File: src/rtl/cmx_pkg.sv
package cmx_pkg;

  typedef enum logic [2:0] {
    K_PLAIN, K_RESET, K_PD, K_VOL, K_RECSEL, K_RATE
  } kind_t;

  typedef enum logic [1:0] {
    CH_PLAY = 2'd0, CH_CAPT = 2'd1, CH_MIC = 2'd2
  } rate_ch_t;

  localparam logic [6:0] OFS_RESET    = 7'h00;
  localparam logic [6:0] OFS_MASTER   = 7'h02;
  localparam logic [6:0] OFS_PCMOUT   = 7'h18;
  localparam logic [6:0] OFS_RECSEL   = 7'h1A;
  localparam logic [6:0] OFS_RECGAIN  = 7'h1C;
  localparam logic [6:0] OFS_PD       = 7'h26;
  localparam logic [6:0] OFS_EXT      = 7'h2A;
  localparam logic [6:0] OFS_DAC_RATE = 7'h2C;
  localparam logic [6:0] OFS_ADC_RATE = 7'h32;
  localparam logic [6:0] OFS_MIC_RATE = 7'h34;

  localparam int EXT_VRA_BIT = 0;
  localparam int EXT_VRM_BIT = 3;

  localparam logic [15:0] RATE_FALLBACK = 16'hBB80;
  localparam logic [15:0] RECSEL_KEEP   = 16'h0707;
  localparam logic [15:0] PD_WR_DROP    = 16'h800F;
  localparam logic [15:0] PD_STAT_MASK  = 16'h000F;
  localparam logic [15:0] BYTE_RD_FILL  = 16'h00FF;

  // Reset value of one word, selected by its index (offset bits 6:1).
  function automatic logic [15:0] default_word(input logic [5:0] idx);
    logic [6:0] ofs;
    ofs = {idx, 1'b0};
    case (ofs)
      OFS_MASTER, OFS_RECGAIN:                  return 16'h8000;
      OFS_PCMOUT:                               return 16'h8808;
      OFS_PD:                                   return 16'h000F;
      OFS_DAC_RATE, OFS_ADC_RATE, OFS_MIC_RATE: return RATE_FALLBACK;
      default:                                  return 16'h0000;
    endcase
  endfunction

  // Power-down write: clear bit 15, keep the old status nibble.
  function automatic logic [15:0] pd_merge(input logic [15:0] old_w,
                                           input logic [15:0] new_w);
    return (new_w & ~PD_WR_DROP) | (old_w & PD_STAT_MASK);
  endfunction

  function automatic kind_t classify(input logic [6:0] ofs);
    case (ofs)
      OFS_RESET:                                return K_RESET;
      OFS_PD:                                   return K_PD;
      OFS_MASTER, OFS_PCMOUT, OFS_RECGAIN:      return K_VOL;
      OFS_RECSEL:                               return K_RECSEL;
      OFS_DAC_RATE, OFS_ADC_RATE, OFS_MIC_RATE: return K_RATE;
      default:                                  return K_PLAIN;
    endcase
  endfunction

endpackage

File: src/rtl/cmx_decode.sv
module cmx_decode
  import cmx_pkg::*;
#(
  parameter int ADDR_W = 7,
  parameter int DATA_W = 16
) (
  input  logic              acc_valid,
  input  logic              acc_write,
  input  logic              acc_word,
  input  logic [ADDR_W-1:0] acc_offset,
  input  logic [DATA_W-1:0] ext_word,
  output logic              word_wr,
  output logic              word_rd,
  output logic              byte_rd,
  output kind_t             kind,
  output logic              rate_ok,
  output rate_ch_t          rate_ch
);

  assign word_wr = acc_valid &  acc_write &  acc_word;
  assign word_rd = acc_valid & ~acc_write &  acc_word;
  assign byte_rd = acc_valid & ~acc_write & ~acc_word;
  assign kind    = classify(acc_offset);

  always_comb begin
    rate_ch = CH_PLAY;
    rate_ok = 1'b0;
    case (acc_offset)
      OFS_DAC_RATE: begin rate_ch = CH_PLAY; rate_ok = ext_word[EXT_VRA_BIT]; end
      OFS_ADC_RATE: begin rate_ch = CH_CAPT; rate_ok = ext_word[EXT_VRA_BIT]; end
      OFS_MIC_RATE: begin rate_ch = CH_MIC;  rate_ok = ext_word[EXT_VRM_BIT]; end
      default: ;
    endcase
  end

endmodule

File: src/rtl/cmx_regbank.sv
module cmx_regbank
  import cmx_pkg::*;
#(
  parameter int          IDX_W     = 6,
  parameter int          DATA_W    = 16,
  parameter logic [15:0] CAPS_WORD = 16'h0140
) (
  input  logic              clk,
  input  logic              rst_n,
  input  logic              soft_rst,
  input  logic              wr_en,
  input  logic [IDX_W-1:0]  wr_idx,
  input  logic [DATA_W-1:0] wr_val,
  input  logic [IDX_W-1:0]  rd_idx,
  output logic [DATA_W-1:0] rd_word,
  output logic [DATA_W-1:0] ext_word
);

  localparam int NREG = 1 << IDX_W;
  localparam logic [IDX_W-1:0] PD_IDX  = IDX_W'(OFS_PD  >> 1);
  localparam logic [IDX_W-1:0] EXT_IDX = IDX_W'(OFS_EXT >> 1);

  logic [DATA_W-1:0] mem [NREG];

  always_ff @(posedge clk) begin
    for (int i = 0; i < NREG; i++) begin
      if (!rst_n || soft_rst)
        mem[i] <= default_word(6'(i));
      else if (wr_en && wr_idx == IDX_W'(i) && i != 0)
        mem[i] <= wr_val;
    end
  end

  assign rd_word  = (rd_idx == '0) ? CAPS_WORD : mem[rd_idx];
  assign ext_word = mem[EXT_IDX];

  logic [3:0] pd_stat;
  assign pd_stat = mem[PD_IDX][3:0];

  assert_pd_status_hold_R3: assert property (@(posedge clk) disable iff (!rst_n)
    (wr_en && wr_idx == PD_IDX) |=> (pd_stat == $past(pd_stat)));

  assert_soft_reset_ext_R2: assert property (@(posedge clk) disable iff (!rst_n)
    soft_rst |=> (ext_word == '0));

endmodule

File: src/rtl/cmx_events.sv
module cmx_events
  import cmx_pkg::*;
#(
  parameter int ADDR_W = 7,
  parameter int DATA_W = 16
) (
  input  logic              clk,
  input  logic              rst_n,
  input  logic              word_wr,
  input  logic              word_rd,
  input  logic              byte_rd,
  input  kind_t             kind,
  input  logic              rate_ok,
  input  rate_ch_t          rate_ch,
  input  logic [ADDR_W-1:0] offset,
  input  logic [DATA_W-1:0] wr_val,
  input  logic [DATA_W-1:0] rd_word,
  output logic              rd_valid,
  output logic [DATA_W-1:0] rd_data,
  output logic              sema_clr,
  output logic              vol_evt_valid,
  output logic [ADDR_W-1:0] vol_evt_offset,
  output logic [DATA_W-1:0] vol_evt_value,
  output logic              rate_evt_valid,
  output rate_ch_t          rate_evt_chan,
  output logic [DATA_W-1:0] rate_evt_value
);

  logic vol_hit, rate_hit, rate_refused;
  assign vol_hit      = word_wr && kind == K_VOL;
  assign rate_hit     = word_wr && kind == K_RATE &&  rate_ok;
  assign rate_refused = word_wr && kind == K_RATE && !rate_ok;

  always_ff @(posedge clk) begin
    if (!rst_n) begin
      rd_valid       <= 1'b0;
      rd_data        <= '0;
      sema_clr       <= 1'b0;
      vol_evt_valid  <= 1'b0;
      vol_evt_offset <= '0;
      vol_evt_value  <= '0;
      rate_evt_valid <= 1'b0;
      rate_evt_chan  <= CH_PLAY;
      rate_evt_value <= '0;
    end else begin
      rd_valid       <= word_rd | byte_rd;
      rd_data        <= byte_rd ? DATA_W'(BYTE_RD_FILL) : rd_word;
      sema_clr       <= word_rd | word_wr;
      vol_evt_valid  <= vol_hit;
      rate_evt_valid <= rate_hit;
      if (vol_hit) begin
        vol_evt_offset <= offset;
        vol_evt_value  <= wr_val;
      end
      if (rate_hit) begin
        rate_evt_chan  <= rate_ch;
        rate_evt_value <= wr_val;
      end
    end
  end

  assert_sema_on_word_R9: assert property (@(posedge clk) disable iff (!rst_n)
    (word_rd || word_wr) |=> sema_clr);

  assert_refused_quiet_R8: assert property (@(posedge clk) disable iff (!rst_n)
    rate_refused |=> !rate_evt_valid);

  assert_byte_fill_R11: assert property (@(posedge clk) disable iff (!rst_n)
    byte_rd |=> (rd_data == DATA_W'(BYTE_RD_FILL)));

  assert_evt_exclusive_R4: assert property (@(posedge clk) disable iff (!rst_n)
    !(vol_evt_valid && rate_evt_valid));

endmodule

File: src/rtl/codec_mixer_regs.sv
module codec_mixer_regs
  import cmx_pkg::*;
#(
  parameter int          ADDR_W    = 7,
  parameter int          DATA_W    = 16,
  parameter logic [15:0] CAPS_WORD = 16'h0140
) (
  input  logic              clk,
  input  logic              rst_n,
  input  logic              acc_valid,
  input  logic              acc_write,
  input  logic              acc_word,
  input  logic [ADDR_W-1:0] acc_offset,
  input  logic [DATA_W-1:0] acc_wdata,
  output logic              rd_valid,
  output logic [DATA_W-1:0] rd_data,
  output logic              sema_clr,
  output logic              vol_evt_valid,
  output logic [ADDR_W-1:0] vol_evt_offset,
  output logic [DATA_W-1:0] vol_evt_value,
  output logic              rate_evt_valid,
  output logic [1:0]        rate_evt_chan,
  output logic [DATA_W-1:0] rate_evt_value
);

  localparam int IDX_W = ADDR_W - 1;

  logic              word_wr, word_rd, byte_rd, rate_ok;
  kind_t             kind;
  rate_ch_t          rate_ch, evt_ch;
  logic [DATA_W-1:0] ext_word, cur_word, wr_val;
  logic [IDX_W-1:0]  idx;
  logic              soft_rst, wr_en;

  assign idx = acc_offset[ADDR_W-1:1];

  cmx_decode #(.ADDR_W(ADDR_W), .DATA_W(DATA_W)) u_decode (
    .acc_valid (acc_valid),
    .acc_write (acc_write),
    .acc_word  (acc_word),
    .acc_offset(acc_offset),
    .ext_word  (ext_word),
    .word_wr   (word_wr),
    .word_rd   (word_rd),
    .byte_rd   (byte_rd),
    .kind      (kind),
    .rate_ok   (rate_ok),
    .rate_ch   (rate_ch)
  );

  // Value actually stored for this write.
  always_comb begin
    case (kind)
      K_PD:     wr_val = pd_merge(cur_word, acc_wdata);
      K_RECSEL: wr_val = acc_wdata & RECSEL_KEEP;
      K_RATE:   wr_val = rate_ok ? acc_wdata : RATE_FALLBACK;
      default:  wr_val = acc_wdata;
    endcase
  end

  assign soft_rst = word_wr && kind == K_RESET;
  assign wr_en    = word_wr && kind != K_RESET;

  cmx_regbank #(.IDX_W(IDX_W), .DATA_W(DATA_W), .CAPS_WORD(CAPS_WORD)) u_bank (
    .clk     (clk),
    .rst_n   (rst_n),
    .soft_rst(soft_rst),
    .wr_en   (wr_en),
    .wr_idx  (idx),
    .wr_val  (wr_val),
    .rd_idx  (idx),
    .rd_word (cur_word),
    .ext_word(ext_word)
  );

  cmx_events #(.ADDR_W(ADDR_W), .DATA_W(DATA_W)) u_events (
    .clk           (clk),
    .rst_n         (rst_n),
    .word_wr       (word_wr),
    .word_rd       (word_rd),
    .byte_rd       (byte_rd),
    .kind          (kind),
    .rate_ok       (rate_ok),
    .rate_ch       (rate_ch),
    .offset        (acc_offset),
    .wr_val        (wr_val),
    .rd_word       (cur_word),
    .rd_valid      (rd_valid),
    .rd_data       (rd_data),
    .sema_clr      (sema_clr),
    .vol_evt_valid (vol_evt_valid),
    .vol_evt_offset(vol_evt_offset),
    .vol_evt_value (vol_evt_value),
    .rate_evt_valid(rate_evt_valid),
    .rate_evt_chan (evt_ch),
    .rate_evt_value(rate_evt_value)
  );

  assign rate_evt_chan = evt_ch;

  assert_rd_one_cycle_R12: assert property (@(posedge clk) disable iff (!rst_n)
    (acc_valid && acc_write) |=> !rd_valid);

endmodule

File: config.mk
export PLATFORM = sky130hd
export DESIGN_NAME = codec_mixer_regs
export DESIGN_NICKNAME = d
export VERILOG_FILES = /design/src/rtl/cmx_pkg.sv /design/src/rtl/cmx_decode.sv /design/src/rtl/cmx_regbank.sv /design/src/rtl/cmx_events.sv /design/src/rtl/codec_mixer_regs.sv
export SDC_FILE = /design/constraint.sdc
export NUM_CORES = 2
export LEC_CHECK = 0
export BUFFER_PORTS_ARGS = -buffer_cell sky130_fd_sc_hd__buf_2
export CORE_ASPECT_RATIO = 1.1
export CORE_UTILIZATION = 60
export CTS_CLUSTER_SIZE = 28
export DETAILED_ROUTE_END_ITERATION = 16
export GPL_TIMING_DRIVEN = 1
export PLACE_DENSITY = 0.85
export SYNTH_ARGS = -nofsm -noshare
export SYNTH_HDL_FRONTEND = slang
export SYNTH_SLANG_ARGS = --single-unit
export TNS_END_PERCENT = 50
File: constraint.sdc
create_clock -name clk -period 4.5 [get_ports clk]
set_clock_uncertainty 0.2 [all_clocks]
set_input_delay 0 -clock clk [delete_from_list [all_inputs] [get_ports clk]]
set_output_delay 0 -clock clk [all_outputs]
set_load 0.01 [all_outputs]
==> Word level (Yosys, flattened, before mapping) <==
Memories as Yosys holds them, arrays and structs flattened.
Cells that the tools add are included.
{ "totals": {"latch_bits": 0, "romBits": 0, "ff_bits": 61, "ram_bits": 1024, "memories": 1, "output_inout_bits": 61} }
{ "op_classes": {"n_eq_ne": 77, "div_mod_pow": 0, "n_mul": 0, "reduce_logical": 77, "n_shift": 0, "order_cmp": 0, "bitwise_logic": 74, "add_sub_neg": 0, "muxes": 266} }
{ "mem_list": {"columns": ["memory", "depth", "width", "rd", "rd_ports_with_merged_regs", "wr", "line_no", "source"], "rows": [
  ["u_bank.mem", 64, 16, 2, 0, 64, "cmx_regbank.sv:23", "logic [DATA_W-1:0] mem [NREG];"]
]} }
{ "ops": {"columns": ["operator", "n"], "rows": [
  ["2-to-1 mux 16 bit", 69],
  ["equality test 6 bit (second input constant)", 32],
  ["2-to-1 mux 1 bit", 191],
  ["equality test 6 x 5 -> 1 bit (second input constant)", 16],
  ["logical AND 1 bit", 68],
  ["OR 1 bit", 65],
  ["equality test 6 x 4 -> 1 bit (second input constant)", 8],
  ["one-hot mux 16 bit (3 select lines)", 1],
  ["equality test 7 x 6 -> 1 bit (second input constant)", 4],
  ["equality test 6 x 3 -> 1 bit (second input constant)", 4],
  ["equality test 7 x 5 -> 1 bit (second input constant)", 3],
  ["OR 15 x 4 -> 15 bit", 1],
  ["one-hot mux 3 bit (5 select lines)", 1],
  ["equality test 6 x 2 -> 1 bit (second input constant)", 2],
  ["2-to-1 mux 9 bit", 1],
  ["OR reduction 3 bit", 3],
  ["2-to-1 mux 8 bit", 1],
  ["equality test 7 x 2 -> 1 bit (second input constant)", 1],
  ["zero test 7 bit", 1],
  ["equality test 3 x 2 -> 1 bit (second input constant)", 2],
  ["equality test 3 bit (second input constant)", 2],
  ["equality test 6 x 1 -> 1 bit (second input constant)", 1],
  ["zero test 6 bit", 1],
  ["AND 1 bit", 5],
  ["8 further kinds", 11]
]} }

==> Depth between registers and ports, before layout <==
{ "depth": {"depth_word": 10, "ltp_mapped": 11, "mapped_depth_nobuf": 6} }

==> Hierarchy <==
A second synthesis with hierarchy kept.
{ "unflattened": {"cells_unflattened": 3395, "hier_area_um2": 49418.6} }
{ "modules_own_cells": {"columns": ["module", "n_inst", "cells_each", "seq_area_each_um2", "area_per_inst_um2"], "rows": [
  ["cmx_regbank", 1, 3092, 30269.0, 46649.7],
  ["cmx_events", 1, 224, 1221.2, 2238.4],
  ["codec_mixer_regs", 1, 44, 0.0, 277.8],
  ["cmx_decode", 1, 35, 0.0, 252.7]
]} }

==> Worst setup path after synthesis <==
OpenSTA, ideal clock, no wires.
{ "synth_timing": {"path_kind": "input to register", "startpoint": "input port acc_offset[1]", "endpoint": "memory u_bank.mem[19][0] (enable)", "t_arrival_ps": 2571, "setup_time_ps": 411, "n_path_buf": 6, "path_slack_ps": 1318, "stages": 8, "path_cell_list": "buf_2 buf_4 buf_4 buf_2 buf_2 buf_2 nand3_1 o21ai_0"} }
{ "synth_rtl": {"columns": ["item", "line_no", "source"], "rows": [
  ["start: declaration", "codec_mixer_regs.sv:13", "input logic [ADDR_W-1:0] acc_offset,"],
  ["end: declaration", "cmx_regbank.sv:23", null]
]} }

==> Final worst setup path <==
{ "layout_timing": {"startpoint": "input port acc_offset[1]", "endpoint": "register u_events.rd_data[3]"} }
{ "layout_via": {"elab_chain_len": 3} }
{ "layout_rtl": {"columns": ["item", "line_no", "source"], "rows": [
  ["memory (64 x 16 bit) / zero test 6 bit (equally long branches)", null, null],
  ["2-to-1 mux 9 bit (*)", "cmx_regbank.sv:34", "assign rd_word = (rd_idx == '0) ? CAPS_WORD : mem[rd_idx];"],
  ["2-to-1 mux 8 bit (*)", "cmx_events.sv:47", "rd_data <= byte_rd ? DATA_W'(BYTE_RD_FILL) : rd_word;"],
  ["end signal: assignment", "cmx_events.sv:47", null],
  ["end: declaration", "cmx_events.sv:19", "output logic [DATA_W-1:0] rd_data,"]
]} }
Every way passes the cells marked *; elsewhere a longest branch is shown, timed or not.
A chain may end at the register's enable or synchronous reset.

==> results_dict.tcl <==
set metrics [dict create \
    crit_chain "dlygate4sd3_1 > buf_8 > buf_12 > mux4_2 > mux2_2 > nand2_1 > o21ai_0 > a21oi_1 > dlygate4sd3_1 > nor3_1 > dlygate4sd3_1" \
    area.growth.synth_to_final_pct 11.5 \
    post_cts.resized_instances 0 \
    yosys_register_bits 1069 \
    finalCoreUtilization_pct 67.7 \
    ctsLongestPathBuffers 3 \
    antennaDiodeCount 0 \
    timing.fmax_mhz 239 \
    switching_share_pct 23.1 \
    synth-edff-count 1008 \
    worstPathRequired_ns 4.86 \
    routed_wire_length_per_instance_um 30.7 \
    leak_nw 18.2 \
    tightest_slew_ns 1.19 \
    post-cts-setup-buffers 0 \
    clock_insertion_delay_worst_skew_ns 0.68 \
    synth_mux_area_share_pct 13.5 \
    synth_xor_xnor_area_share_pct 0.0568 \
    synth-warning-count 0 \
    final-seq-area_um2 31500 \
    detailed_place_hpwl_mm 79.6 \
    timing_hold_violations_final 0 \
    detailedPlace.worstSlack_ns 0.614 \
    routed_wl_mm 139 \
    io_buffer_count 88 \
    drt-vias-per-instance 6.94 \
    die_h_um 293 \
    top_delay_family_on_crit_path "buffers and inverters" \
    net-switching-power_mw 5.00 \
    max-cap-violations 0 \
    fillers 4681 \
    placed_area_um2 47900 \
    gp_congestion 1.03 \
    overall_die_area_um2 78200 \
    maximum_fanout_along_the_worst_path 97 \
    synth-compound-area-share_pct 3.88 \
    ff2ff_path_depth 8 \
    critical_path_class "primary input to flop" \
    synth_fa_ha_area_share_pct 0 \
    number_of_buffer_and_inverter_stages_on_the_critical_path 5 \
    multi_input_comb_area_um2 13600 \
    grt_setup_unrepaired "false" \
    ys_seq_area_share_pct 68.1 \
    cellPowerDensity_nw_per_um2 420 \
    fin_nets 3441 \
    postSynthCellCount 3344 \
    synthArstFlopShare_pct 0 \
    drcViolationCount 0 \
    report.final.slew_viol_count 0 \
    result_of_the_run "finished, final reports clean" \
    largest_net_degree_at_the_start_of_global_routing 130 \
    drt_first_iter_violations 5687 \
    final_antenna_net_count 0 \
    totalNegativeSetupSlack_ns 0 \
    cp-endpoint "u_events.rd_data[3]" \
    timing.max_slew.rel_slack_pct 20.3 \
    grt_remaining_overflow 0 \
    min_period_over_period_pct 93.1 \
    floorplan.die.width_um 267 \
    floorplan.initialDensity_pct 60.7 \
    finish.instance_area_um2 51500 \
    reg2reg_from "u_bank.mem[63][3]" \
    worstSetupStartpoint "acc_offset[1]" \
    setup.worst_path.end_class "flop" \
    setup_ws_ns 0.311 \
    share_of_post_route_cells_with_drive_strength_above_1_pct 17.9 \
    grt_antenna_before_repair 0 \
    clkPwrFrac_pct 38.5 \
    tritoncts_num_sinks 1069 \
    synth_top_flop_cell "sky130_fd_sc_hd__edfxtp_1" \
    finalWorstPathRequiredPeriod_ns 4.19 \
    timing.final.setup_violations 0 \
    placementRows 106 \
    syn_area_per_cell_um2 13.8 \
    num_vias 31300 \
    syn-num-nets 3372 \
    synthesis.area_um2 46200 \
    power_frac_comb_pct 8.3 \
    synthSimpleGateAreaFrac_pct 11.6 \
    cts_made_buffers 96 \
    pwr-share-seq_pct 53.1 \
    core-area_um2 76100 \
    worst_setup_hold_path_clk_slew_ns 0.07 \
    synthDistinctLibCells 51 \
    first_pass_grt_wire_length_mm 200 \
    cts_tree "built" \
    worst-r2r-setup-slack_ns 1.05 \
    cts.root.buffer_cell "sky130_fd_sc_hd__clkbuf_16" \
    all_layer_gr_usage_pct 35.4 \
    io_pins 89 \
    grt_pass1_vias 30900 \
    critical-path-max-stage-delay_ns 0.66 \
    crit_path_frequent_cell "sky130_fd_sc_hd__dlygate4sd3_1" \
    critical_path_start_type "primary input" \
    worst_hold_path_type "primary input to flop" \
    cell_internal_pwr_mw 16.7 \
    worstReg2RegEnd "u_events.rd_data[3]" \
    maximum_vdd_drop_v 0.000289 \
    crit_path_top_delay_cell "sky130_fd_sc_hd__dlygate4sd3_1" \
    cts_htree_levels 3 \
    crit_arrival_ns 4.55 \
    dr.pass1.iters 8 \
    worstSetupPathDepth 11 \
    synth_top_family_by_area "multiplexers" \
]
[layer usage]
metal	part of all wire, %	GRT usage, %
met1	30	43.2
met2	47	56.0
met3	15	9.52
met4	7.7	23.1
met5	0.022	0.314
[Yosys cell counts, drive strengths merged, types with 4 or more instances]
cell | number | area, um^2
a21boi | 16 | 128
o22ai | 14 | 87.6
nand2b | 11 | 68.8
or2 | 5 | 31.3
o21ai | 112 | 561
nand4 | 6 | 37.5
edfxtp | 1008 | 30300
a22oi | 49 | 373
mux4 | 223 | 5020
o211a | 5 | 50.1
a211oi | 13 | 97.6
a31oi | 4 | 25.0
and3 | 9 | 56.3
o211ai | 15 | 113
buf | 158 | 793
a21oi | 30 | 150
nor3 | 12 | 60.1
mux2 | 20 | 225
and2 | 11 | 68.8
nand2 | 181 | 679
clkbuf | 140 | 526
nor2b | 24 | 150
dfxtp | 61 | 1220
o31ai | 5 | 42.5
mux2i | 99 | 991
a221oi | 7 | 61.3
nand3 | 42 | 210
nor2 | 1029 | 3860
[layout by cell type (no fill, tap or decap), types with 39 or more instances in the layout]
master and instances:
sky130_fd_sc_hd__nor2_1 1027, sky130_fd_sc_hd__edfxtp_1 1008, sky130_fd_sc_hd__mux4_2 223, sky130_fd_sc_hd__nand2_1 181, sky130_fd_sc_hd__buf_4 126, sky130_fd_sc_hd__clkbuf_16 101
sky130_fd_sc_hd__mux2i_1 99, sky130_fd_sc_hd__buf_2 85, sky130_fd_sc_hd__o21ai_1 61, sky130_fd_sc_hd__dfxtp_1 61, sky130_fd_sc_hd__dlygate4sd3_1 49, sky130_fd_sc_hd__a22oi_1 48
sky130_fd_sc_hd__o21ai_0 41, sky130_fd_sc_hd__nand3_1 39
[worst register-to-register path: stages (launching register included)]
cell                            delay (ns)
sky130_fd_sc_hd__edfxtp_1             0.39
sky130_fd_sc_hd__mux4_2               0.49
sky130_fd_sc_hd__mux2_2               0.29
sky130_fd_sc_hd__nand2_1              0.09
sky130_fd_sc_hd__o21ai_0              0.23
sky130_fd_sc_hd__a21oi_1              0.33
sky130_fd_sc_hd__dlygate4sd3_1        0.66
sky130_fd_sc_hd__nor3_1               0.09
sky130_fd_sc_hd__dlygate4sd3_1        0.57
[worst min path at each step]
stage | cells after the start | to | start
after floorplan | 1 | u_events.rd_valid | acc_write
after global placement | 2 | u_events.rd_valid | acc_write
after detailed placement | 2 | u_events.rd_valid | acc_write
after CTS | 4 | u_events.rate_evt_value[3] | acc_wdata[3]
after global routing | 4 | u_bank.mem[19][2] | acc_offset[2]
final | 4 | u_events.vol_evt_offset[2] | acc_offset[2]
[layout make-up]
class / instances / area share [%]
Inverter: 2 / 0.0146
Sequential cell: 1069 / 61.1
Clock inverter: 50 / 0.966
Timing Repair Buffer: 269 / 3.93
Multi-Input combinational cell: 1975 / 26.4
Clock buffer: 122 / 5.11
Tap cell: 1026 / 2.49
[metrics by stage]
stage	power [mW]	instances	hold slack [ns]
finish	21.7	4513	0.00738
CTS	21.5	4513	0.00921
floorplan	12.7	3344	-0.128
detailed placement	13.4	4292	0.0470
global route	22.0	4513	0.0836
global placement	13.3	4292	0.0506
[power groups by stage]
stage | Sequential, mW | Clock, mW | Combinational, mW
5_1_grt | 11.5 | 8.63 | 1.83
2_1_floorplan | 11.6 | 0 | 1.04
3_5_place_dp | 11.7 | 0 | 1.68
3_3_place_gp | 11.7 | 0 | 1.65
4_1_cts | 11.5 | 8.28 | 1.73
6_report | 11.5 | 8.35 | 1.81
[what timing repair did]
item,4_1_cts,5_1_grt
endpoints found under the setup margin,0,0
hold buffers,49,0
hold endpoints to repair,869,0
[sequential cells by signal, indices dropped and copies added (netlist names)]
register and cells:
u_bank.mem 1008, u_events.rate_evt_value 16, u_events.rd_data 16, u_events.vol_evt_value 16, u_events.vol_evt_offset 7, u_events.rate_evt_chan 2, u_events.rate_evt_valid 1, u_events.rd_valid 1
u_events.sema_clr 1, u_events.vol_evt_valid 1
[logic make-up after synthesis]
group,Yosys count
AND/OR/NAND/NOR,1348
flip-flops,1069
multiplexers,342
buffers and inverters,300
AO/OA/AOI/OAI,282
XOR/XNOR,3
(Power assumes the default switching activity.)
